[src/rtl/pfx_pkg.sv]
// Package pfx_pkg
// Shared types for the pulse feature extractor.
package pfx_pkg;

    // Pulse detector phases: waiting, climbing towards the peak, on the tail.
    typedef enum logic [1:0] {
        DET_IDLE = 2'd0,
        DET_RISE = 2'd1,
        DET_TAIL = 2'd2
    } det_state_e;

endpackage

[src/rtl/pfx_baseline.sv]
// Module pfx_baseline
// Follows the resting level of the sample stream with a shift-based
// moving average. The first sample after reset is loaded directly.
// Assumes: update_i is low whenever a pulse is open or the sample
// is above threshold; the caller owns that decision.
module pfx_baseline #(
    parameter int SAMPLE_W = 14,
    parameter int SHIFT    = 4
) (
    input  logic                clk,
    input  logic                rst_n,
    input  logic [SAMPLE_W-1:0] sample_i,
    input  logic                update_i,
    output logic [SAMPLE_W-1:0] base_o,
    output logic                primed_o
);
    localparam int DW = SAMPLE_W + 1;

    logic [SAMPLE_W-1:0] base_q;
    logic                primed_q;
    logic signed [DW-1:0] diff;
    logic signed [DW-1:0] step;

    // Signed distance from the level to the sample, scaled down.
    always_comb begin
        diff = $signed({1'b0, sample_i}) - $signed({1'b0, base_q});
        step = diff >>> SHIFT;
    end

    // Load on the first sample, then move by the scaled distance.
    always_ff @(posedge clk) begin
        if (!rst_n) begin
            base_q   <= '0;
            primed_q <= 1'b0;
        end else if (!primed_q) begin
            base_q   <= sample_i;
            primed_q <= 1'b1;
        end else if (update_i) begin
            base_q   <= base_q + step[SAMPLE_W-1:0];
        end
    end

    assign base_o   = base_q;
    assign primed_o = primed_q;

    // a primed level never returns to unprimed without reset.
    assert_primed_sticky_R1: assert property (@(posedge clk) disable iff (!rst_n)
        primed_q |=> primed_q);

endmodule

[src/rtl/pfx_detector.sv]
// Module pfx_detector
// Finds a pulse above the trigger level, follows its peak, declares
// the maximum after two falling samples and watches the tail for a
// renewed rise. It signals the closing sample with emit_o.
// Assumes: level_i is constant while busy_o is high (the level
// follower is frozen then) and delta_i is static.
module pfx_detector
    import pfx_pkg::*;
#(
    parameter int SAMPLE_W = 14,
    parameter int TS_W     = 48
) (
    input  logic                clk,
    input  logic                rst_n,
    input  logic                enable_i,
    input  logic [SAMPLE_W-1:0] sample_i,
    input  logic [TS_W-1:0]     ts_i,
    input  logic [SAMPLE_W:0]   level_i,
    input  logic [SAMPLE_W-1:0] delta_i,
    output logic                above_o,
    output logic                busy_o,
    output logic                emit_o,
    output logic [SAMPLE_W-1:0] peak_o,
    output logic [TS_W-1:0]     peak_ts_o,
    output logic                pileup_o
);
    localparam int RW = SAMPLE_W + 2;

    det_state_e          state_q;
    logic [SAMPLE_W-1:0] peak_q;
    logic [TS_W-1:0]     peak_ts_q;
    logic                drop_q;
    logic [SAMPLE_W-1:0] trough_q;
    logic                pu_q;
    logic                above;
    logic                at_peak;
    logic                rise_hit;

    // Comparisons against the trigger level, the peak and the trough.
    always_comb begin
        above    = {1'b0, sample_i} > level_i;
        at_peak  = sample_i >= peak_q;
        rise_hit = {2'b00, sample_i} > ({2'b00, trough_q} + {2'b00, delta_i});
    end

    // Phase sequencing and per-pulse feature registers.
    always_ff @(posedge clk) begin
        if (!rst_n) begin
            state_q   <= DET_IDLE;
            peak_q    <= '0;
            peak_ts_q <= '0;
            drop_q    <= 1'b0;
            trough_q  <= '0;
            pu_q      <= 1'b0;
        end else begin
            case (state_q)
                DET_IDLE: begin
                    if (enable_i && above) begin
                        state_q   <= DET_RISE;
                        peak_q    <= sample_i;
                        peak_ts_q <= ts_i;
                        drop_q    <= 1'b0;
                        pu_q      <= 1'b0;
                    end
                end
                DET_RISE: begin
                    if (!above) begin
                        state_q <= DET_IDLE;
                    end else if (at_peak) begin
                        peak_q    <= sample_i;
                        peak_ts_q <= ts_i;
                        drop_q    <= 1'b0;
                    end else if (drop_q) begin
                        state_q  <= DET_TAIL;
                        trough_q <= sample_i;
                    end else begin
                        drop_q <= 1'b1;
                    end
                end
                DET_TAIL: begin
                    if (!above) begin
                        state_q <= DET_IDLE;
                    end else begin
                        if (sample_i < trough_q) trough_q <= sample_i;
                        if (rise_hit)            pu_q     <= 1'b1;
                    end
                end
                default: state_q <= DET_IDLE;
            endcase
        end
    end

    assign above_o   = above;
    assign busy_o    = (state_q != DET_IDLE);
    assign emit_o    = (state_q != DET_IDLE) && !above;
    assign peak_o    = peak_q;
    assign peak_ts_o = peak_ts_q;
    assign pileup_o  = pu_q;

    // the pile-up mark is clear while still climbing to the peak.
    assert_no_pileup_in_rise_R8: assert property (@(posedge clk) disable iff (!rst_n)
        (state_q == DET_RISE) |-> !pu_q);

    // every sample tracked on the tail is below the declared peak.
    assert_trough_below_peak_R5: assert property (@(posedge clk) disable iff (!rst_n)
        (state_q == DET_TAIL) |-> (trough_q < peak_q));

    // the peak never falls while a pulse is open.
    assert_peak_monotonic_R5: assert property (@(posedge clk) disable iff (!rst_n)
        (state_q != DET_IDLE) && !emit_o |=> (peak_q >= $past(peak_q)));

endmodule

[src/rtl/pfx_hit_reg.sv]
// Module pfx_hit_reg
// Single-entry output holding register with a valid/ready handshake.
// A new record loads only when the register is empty or is being
// accepted in the same cycle; otherwise the new record is discarded.
module pfx_hit_reg #(
    parameter int TS_W  = 48,
    parameter int AMP_W = 16
) (
    input  logic             clk,
    input  logic             rst_n,
    input  logic             load_i,
    input  logic [TS_W-1:0]  ts_i,
    input  logic [AMP_W-1:0] amp_i,
    input  logic             pu_i,
    input  logic             ready_i,
    output logic             valid_o,
    output logic [TS_W-1:0]  ts_o,
    output logic [AMP_W-1:0] amp_o,
    output logic             pu_o
);
    logic             valid_q;
    logic [TS_W-1:0]  ts_q;
    logic [AMP_W-1:0] amp_q;
    logic             pu_q;
    logic             room;

    // Space exists when empty or when the held record leaves now.
    always_comb room = !valid_q || ready_i;

    // Capture, hold or release the record.
    always_ff @(posedge clk) begin
        if (!rst_n) begin
            valid_q <= 1'b0;
            ts_q    <= '0;
            amp_q   <= '0;
            pu_q    <= 1'b0;
        end else if (load_i && room) begin
            valid_q <= 1'b1;
            ts_q    <= ts_i;
            amp_q   <= amp_i;
            pu_q    <= pu_i;
        end else if (ready_i) begin
            valid_q <= 1'b0;
        end
    end

    assign valid_o = valid_q;
    assign ts_o    = ts_q;
    assign amp_o   = amp_q;
    assign pu_o    = pu_q;

    // a stalled record stays valid and unchanged.
    assert_hold_stalled_R10: assert property (@(posedge clk) disable iff (!rst_n)
        valid_q && !ready_i |=> valid_q && $stable(ts_q) && $stable(amp_q) && $stable(pu_q));

    // a closing pulse with room appears on the next cycle.
    assert_load_visible_R9: assert property (@(posedge clk) disable iff (!rst_n)
        load_i && room |=> valid_q && (ts_q == $past(ts_i)));

endmodule

[src/rtl/pulse_feature_extractor.sv]
// Module pulse_feature_extractor
// One channel of self-triggered hit finding on a free-running sample
// stream: level follower, pulse detector and output register.
// Assumes: thresh and pileup_delta are static during operation, and
// AMP_W >= SAMPLE_W.
module pulse_feature_extractor
    import pfx_pkg::*;
#(
    parameter int SAMPLE_W = 14,
    parameter int TS_W     = 48,
    parameter int AMP_W    = 16,
    parameter int SHIFT    = 4
) (
    input  logic                clk,
    input  logic                rst_n,
    input  logic [SAMPLE_W-1:0] sample_in,
    input  logic [TS_W-1:0]     ts_in,
    input  logic [SAMPLE_W-1:0] thresh,
    input  logic [SAMPLE_W-1:0] pileup_delta,
    input  logic                hit_ready,
    output logic                hit_valid,
    output logic [TS_W-1:0]     hit_ts,
    output logic [AMP_W-1:0]    hit_amp,
    output logic                hit_pileup
);
    logic [SAMPLE_W-1:0] base;
    logic                base_ok;
    logic [SAMPLE_W:0]   level;
    logic                above;
    logic                busy;
    logic                emit;
    logic [SAMPLE_W-1:0] peak;
    logic [TS_W-1:0]     peak_ts;
    logic                pu;
    logic                follow;
    logic [SAMPLE_W-1:0] amp_raw;
    logic [AMP_W-1:0]    amp_ext;

    // Trigger level, follower enable and amplitude of the current pulse.
    always_comb begin
        level   = {1'b0, base} + {1'b0, thresh};
        follow  = !busy && !above;
        amp_raw = peak - base;
        amp_ext = AMP_W'(amp_raw);
    end

    pfx_baseline #(
        .SAMPLE_W (SAMPLE_W),
        .SHIFT    (SHIFT)
    ) u_base (
        .clk      (clk),
        .rst_n    (rst_n),
        .sample_i (sample_in),
        .update_i (follow),
        .base_o   (base),
        .primed_o (base_ok)
    );

    pfx_detector #(
        .SAMPLE_W (SAMPLE_W),
        .TS_W     (TS_W)
    ) u_det (
        .clk       (clk),
        .rst_n     (rst_n),
        .enable_i  (base_ok),
        .sample_i  (sample_in),
        .ts_i      (ts_in),
        .level_i   (level),
        .delta_i   (pileup_delta),
        .above_o   (above),
        .busy_o    (busy),
        .emit_o    (emit),
        .peak_o    (peak),
        .peak_ts_o (peak_ts),
        .pileup_o  (pu)
    );

    pfx_hit_reg #(
        .TS_W  (TS_W),
        .AMP_W (AMP_W)
    ) u_out (
        .clk     (clk),
        .rst_n   (rst_n),
        .load_i  (emit),
        .ts_i    (peak_ts),
        .amp_i   (amp_ext),
        .pu_i    (pu),
        .ready_i (hit_ready),
        .valid_o (hit_valid),
        .ts_o    (hit_ts),
        .amp_o   (hit_amp),
        .pu_o    (hit_pileup)
    );

    // the resting level holds still while a pulse is open.
    assert_level_frozen_R4: assert property (@(posedge clk) disable iff (!rst_n)
        busy |=> $stable(base));

    // no pulse can be open before the level has been loaded.
    assert_no_pulse_unprimed_R1: assert property (@(posedge clk) disable iff (!rst_n)
        !base_ok |=> !busy);

    // any reported amplitude exceeds the threshold.
    assert_amp_above_thresh_R7: assert property (@(posedge clk) disable iff (!rst_n)
        hit_valid |-> (hit_amp > AMP_W'(thresh)));

endmodule

[config.mk]
export PLATFORM = sky130hd
export DESIGN_NAME = pulse_feature_extractor
export DESIGN_NICKNAME = d
export VERILOG_FILES = /design/src/rtl/pfx_pkg.sv /design/src/rtl/pfx_baseline.sv /design/src/rtl/pfx_detector.sv /design/src/rtl/pfx_hit_reg.sv /design/src/rtl/pulse_feature_extractor.sv
export SDC_FILE = /design/constraint.sdc
export NUM_CORES = 1
export LEC_CHECK = 0
export BUFFER_PORTS_ARGS = -buffer_cell sky130_fd_sc_hd__buf_2
export CAP_MARGIN = 40
export CORE_ASPECT_RATIO = 1.5
export CORE_MARGIN = 5
export CORE_UTILIZATION = 62
export DETAILED_ROUTE_END_ITERATION = 10
export PLACE_DENSITY_LB_ADDON = 0.1
export SYNTH_ARGS = -nofsm -noshare
export SYNTH_HDL_FRONTEND = slang
export SYNTH_SLANG_ARGS = --single-unit
[constraint.sdc]
create_clock -name clk -period 8.2 [get_ports clk]
set_input_delay 0.41 -clock clk [delete_from_list [all_inputs] [get_ports clk]]
set_output_delay 0.41 -clock clk [all_outputs]
set_load 0.01 [all_outputs]
==> impl_metrics.yaml <==
critical_path:
  cp-start-kind: "register"
  crit_chain: "ha_1 > fa_1 > a211o_1 > a2111oi_4 > o31ai_1 > and2_4 > o21ai_0 > nand2b_1 > xnor2_1 > ha_1 > nand3_1 > nor3_1 > o21ai_0 > a31oi_1 > nand2_4 > nor4_4 > buf_4 > buf_12 > mux2i_1"
  slowest_stage: "a31oi_1"
  worst_ep_arrival_time_ns: 5.79
  max_stage_delay_ns: 0.55
  worst-r2r-setup-slack_ns: 2.75
  worstSetupPathType: "reg2reg"
  worstPathMaxFanout: 34
  setup.worst_path.end_class: "register"
  worst_ep_required_time_ns: 8.54
run_status:
  status: "finished clean"
clock_tree:
  cts_num_sinks: 159
  htree_levels: 4
  post_cts_resized: 0
  clk_pin_slew_ns: 0.07
  cts_buffers: 17
  cts_root_buf: "clkbuf_16"
  ctsLongestPathBuffers: 2
  cts_tree: "done"
  clk-insertion-delay-late_ns: 0.43
  cts_hold_buf: 0
  postCtsSetupBuffers: 0
synthesis:
  synth.top_cell.area_share_pct: 31.3
  ys_ff_latch: 159
  syn-cell-area_mm2: 0.0102
  yosysUniqueCellTypes: 67
  yosysWarnings: 0
  synth-main-ff-cell: "dfxtp_1"
  postSynthCellCount: 1161
  synth_async_sr_flop_share_pct: 0
  synth_top_area_cell: "dfxtp_1"
  syn_avg_cell_area_um2: 8.76
  synthTopCellsByArea: "dfxtp_1 31%, ha_1 15%, mux2i_1 12%, nand2_1 5.8%, nor2_1 4.3%"
  seq_area_frac_synth_pct: 31.3
  synth_edf_count: 0
placed_design:
  place_congestion: 0.872
  place_hpwl_mm: 18.4
  numPortBuffers: 156
  dp_slack_ns: 2.66
grt:
  first_global_vias: 8634
  antenna_found_initial: 0
  grt_first_pass_wirelength_mm: 40.5
  grt_max_degree: 84
  grt-ovfl-total: 0
  track_usage_pct: 25.9
sta:
  fin_crit_sh_pct: 66.5
  finClkSkew_ns: 0.0143
  worst_pin_slew_ns: 0.791
  rsz0062_at_grt: "no"
  setup-tns-final_ns: 0
  setup_ws_ns: 2.75
  fmax_mhz: 183
  setup_viol: 0
  slew_headroom_pct: 47.2
  whs_ns: 0.223
  finalHoldViolCount: 0
  min_period_ns: 5.45
  drv_slew: 0
die:
  core_area_mm2: 0.0162
  ioPinCount: 159
  row_count: 57
  die-area_mm2: 0.0191
  die_h_um: 167
  start_util_pct: 62.8
  dieWidth_um: 115
worst_hold_path:
  hold_class: "in2reg"
layout:
  multi_input_area_mm2: 0.00643
  layout_common_cells: "159 x dfxtp_1, 157 x nand2_1, 155 x buf_2"
  syn_to_final_growth_pct: 14.2
  fill_cells: 1298
  seq_area_mm2: 0.00318
  fin_nets: 1516
  layout-drive-gt1-share_pct: 16.9
  final_common_cell: "dfxtp_1"
  diodes: 0
route:
  drt_wl_total_mm: 25.1
  dr_total_vias: 8616
  firstDrtPassIters: 5
  vias_per_cell: 5.68
  drt_iter0_drc: 468
  wl_per_cell_um: 16.5
  drc: 0
  final_antenna_net_count: 0
pwr:
  power.leakage_nw: 5.13
  power_density_mw_per_mm2: 364
  vdd_drop_max_mv: 0.232
flow_run:
  maxCapViolations: 0
-- cells in the mapped netlist, types with 2 or more instances --
cell,n
a31oi_1,7
o221a_1,10
a211oi_1,9
buf_4,4
mux2i_1,122
a21oi_1,67
nand4_1,5
o21a_1,13
buf_12,6
ha_1,122
nor2_1,116
nor2b_1,6
dfxtp_1,159
o31ai_1,5
and3_1,5
o211ai_1,4
nand2_1,157
buf_2,5
a311oi_1,2
buf_6,5
o21bai_1,4
a211o_1,3
a21o_1,24
o31a_1,2
o21ai_1,16
o41ai_2,2
o22ai_1,2
fa_1,4
a32oi_1,2
nand2b_1,12
inv_1,62
o21ai_0,31
xor2_1,21
nor3_1,18
and2_1,2
a31o_2,4
clkbuf_1,29
a2111oi_0,2
nand3_1,28
or2_2,6
xnor2_1,32
-- registers in the layout (all words and copies together) (netlist names), 2 cells and up --
name / cells
u_out.ts_o: 48
u_base.base_o: 14
u_out.amp_o: 14
u_det.peak_o: 14
u_det.trough_q: 14
u_det.state_q: 2
u_det.peak_ts_o: 48
-- report_power, final --
group	internal [mW]	switching, mW	leakage, nW	total [mW]
logic	1.03	1.30	3.54	2.34
clock network	0.415	0.381	0.293	0.796
registers	0.956	0.144	1.29	1.10
-- stage by stage --
| step | instance area, um2 | cells | total power [mW] | util, % |
|---|---|---|---|---|
| detailed placement | 11000 | 1484 | 3.42 | 68.0 |
| global route | 11600 | 1516 | 4.55 | 71.8 |
| CTS | 11600 | 1516 | 4.25 | 71.8 |
| finish | 11600 | 1516 | 4.23 | 71.8 |
| global placement | 10900 | 1480 | 3.36 | 67.5 |
| floorplan | 10200 | 1162 | 3.01 | - |
-- cell families after synthesis --
group	after synthesis	synth area share, %
buffers and inverters	111	5.63
muxes	124	12.2
and+or+nand+nor	363	15.5
xor gates and xnor gates	53	4.56
AOI/OAI and AO/OA	224	15.0
DFF	159	31.3
adders and majority gates	126	15.8
other	1	0.0369
-- critical path: cells and delay by family, from the launching register on --
family | cells | cell delay (ns)
AOI/OAI and AO/OA | 6 | 1.68
DFF | 1 | 0.37
adders and majority gates | 3 | 0.97
xor gates and xnor gates | 1 | 0.13
muxes | 1 | 0.23
and+or+nand+nor | 6 | 1.17
buffers and inverters | 2 | 0.80
-- path summary, 6_finish.rpt --
check	start	endpoint	cells past startpoint
worst max-delay path	u_base.base_o[0]$_SDFFE_PN0P_	u_det.peak_ts_o[20]$_SDFFE_PN0P_	19
worst min-delay path	ts_in[4]	u_det.peak_ts_o[4]$_SDFFE_PN0P_	3
worst max register to register	u_base.base_o[0]$_SDFFE_PN0P_	u_det.peak_ts_o[20]$_SDFFE_PN0P_	19
worst min register to register	u_det.peak_ts_o[34]$_SDFFE_PN0P_	u_det.peak_ts_o[34]$_SDFFE_PN0P_	2
-- layer usage --
metal | vias up | routed length (um) | track usage (%)
met5 | - | 0 | 0
met4 | 0 | 1010 | 11.3
met3 | 56 | 1200 | 3.74
met2 | 227 | 12600 | 46.4
met1 | 3991 | 10200 | 30.0
li1 | 4342 | - | -
-- final cells by class --
class,count,area share (%)
Clock buffer,17,3.66
Multi-Input combinational cell,892,55.4
Timing Repair Buffer,165,7.77
Inverter,62,2.00
Sequential cell,159,27.4
Clock inverter,15,1.59
Tap cell,206,2.22
Power figures use the tool's default switching activity.
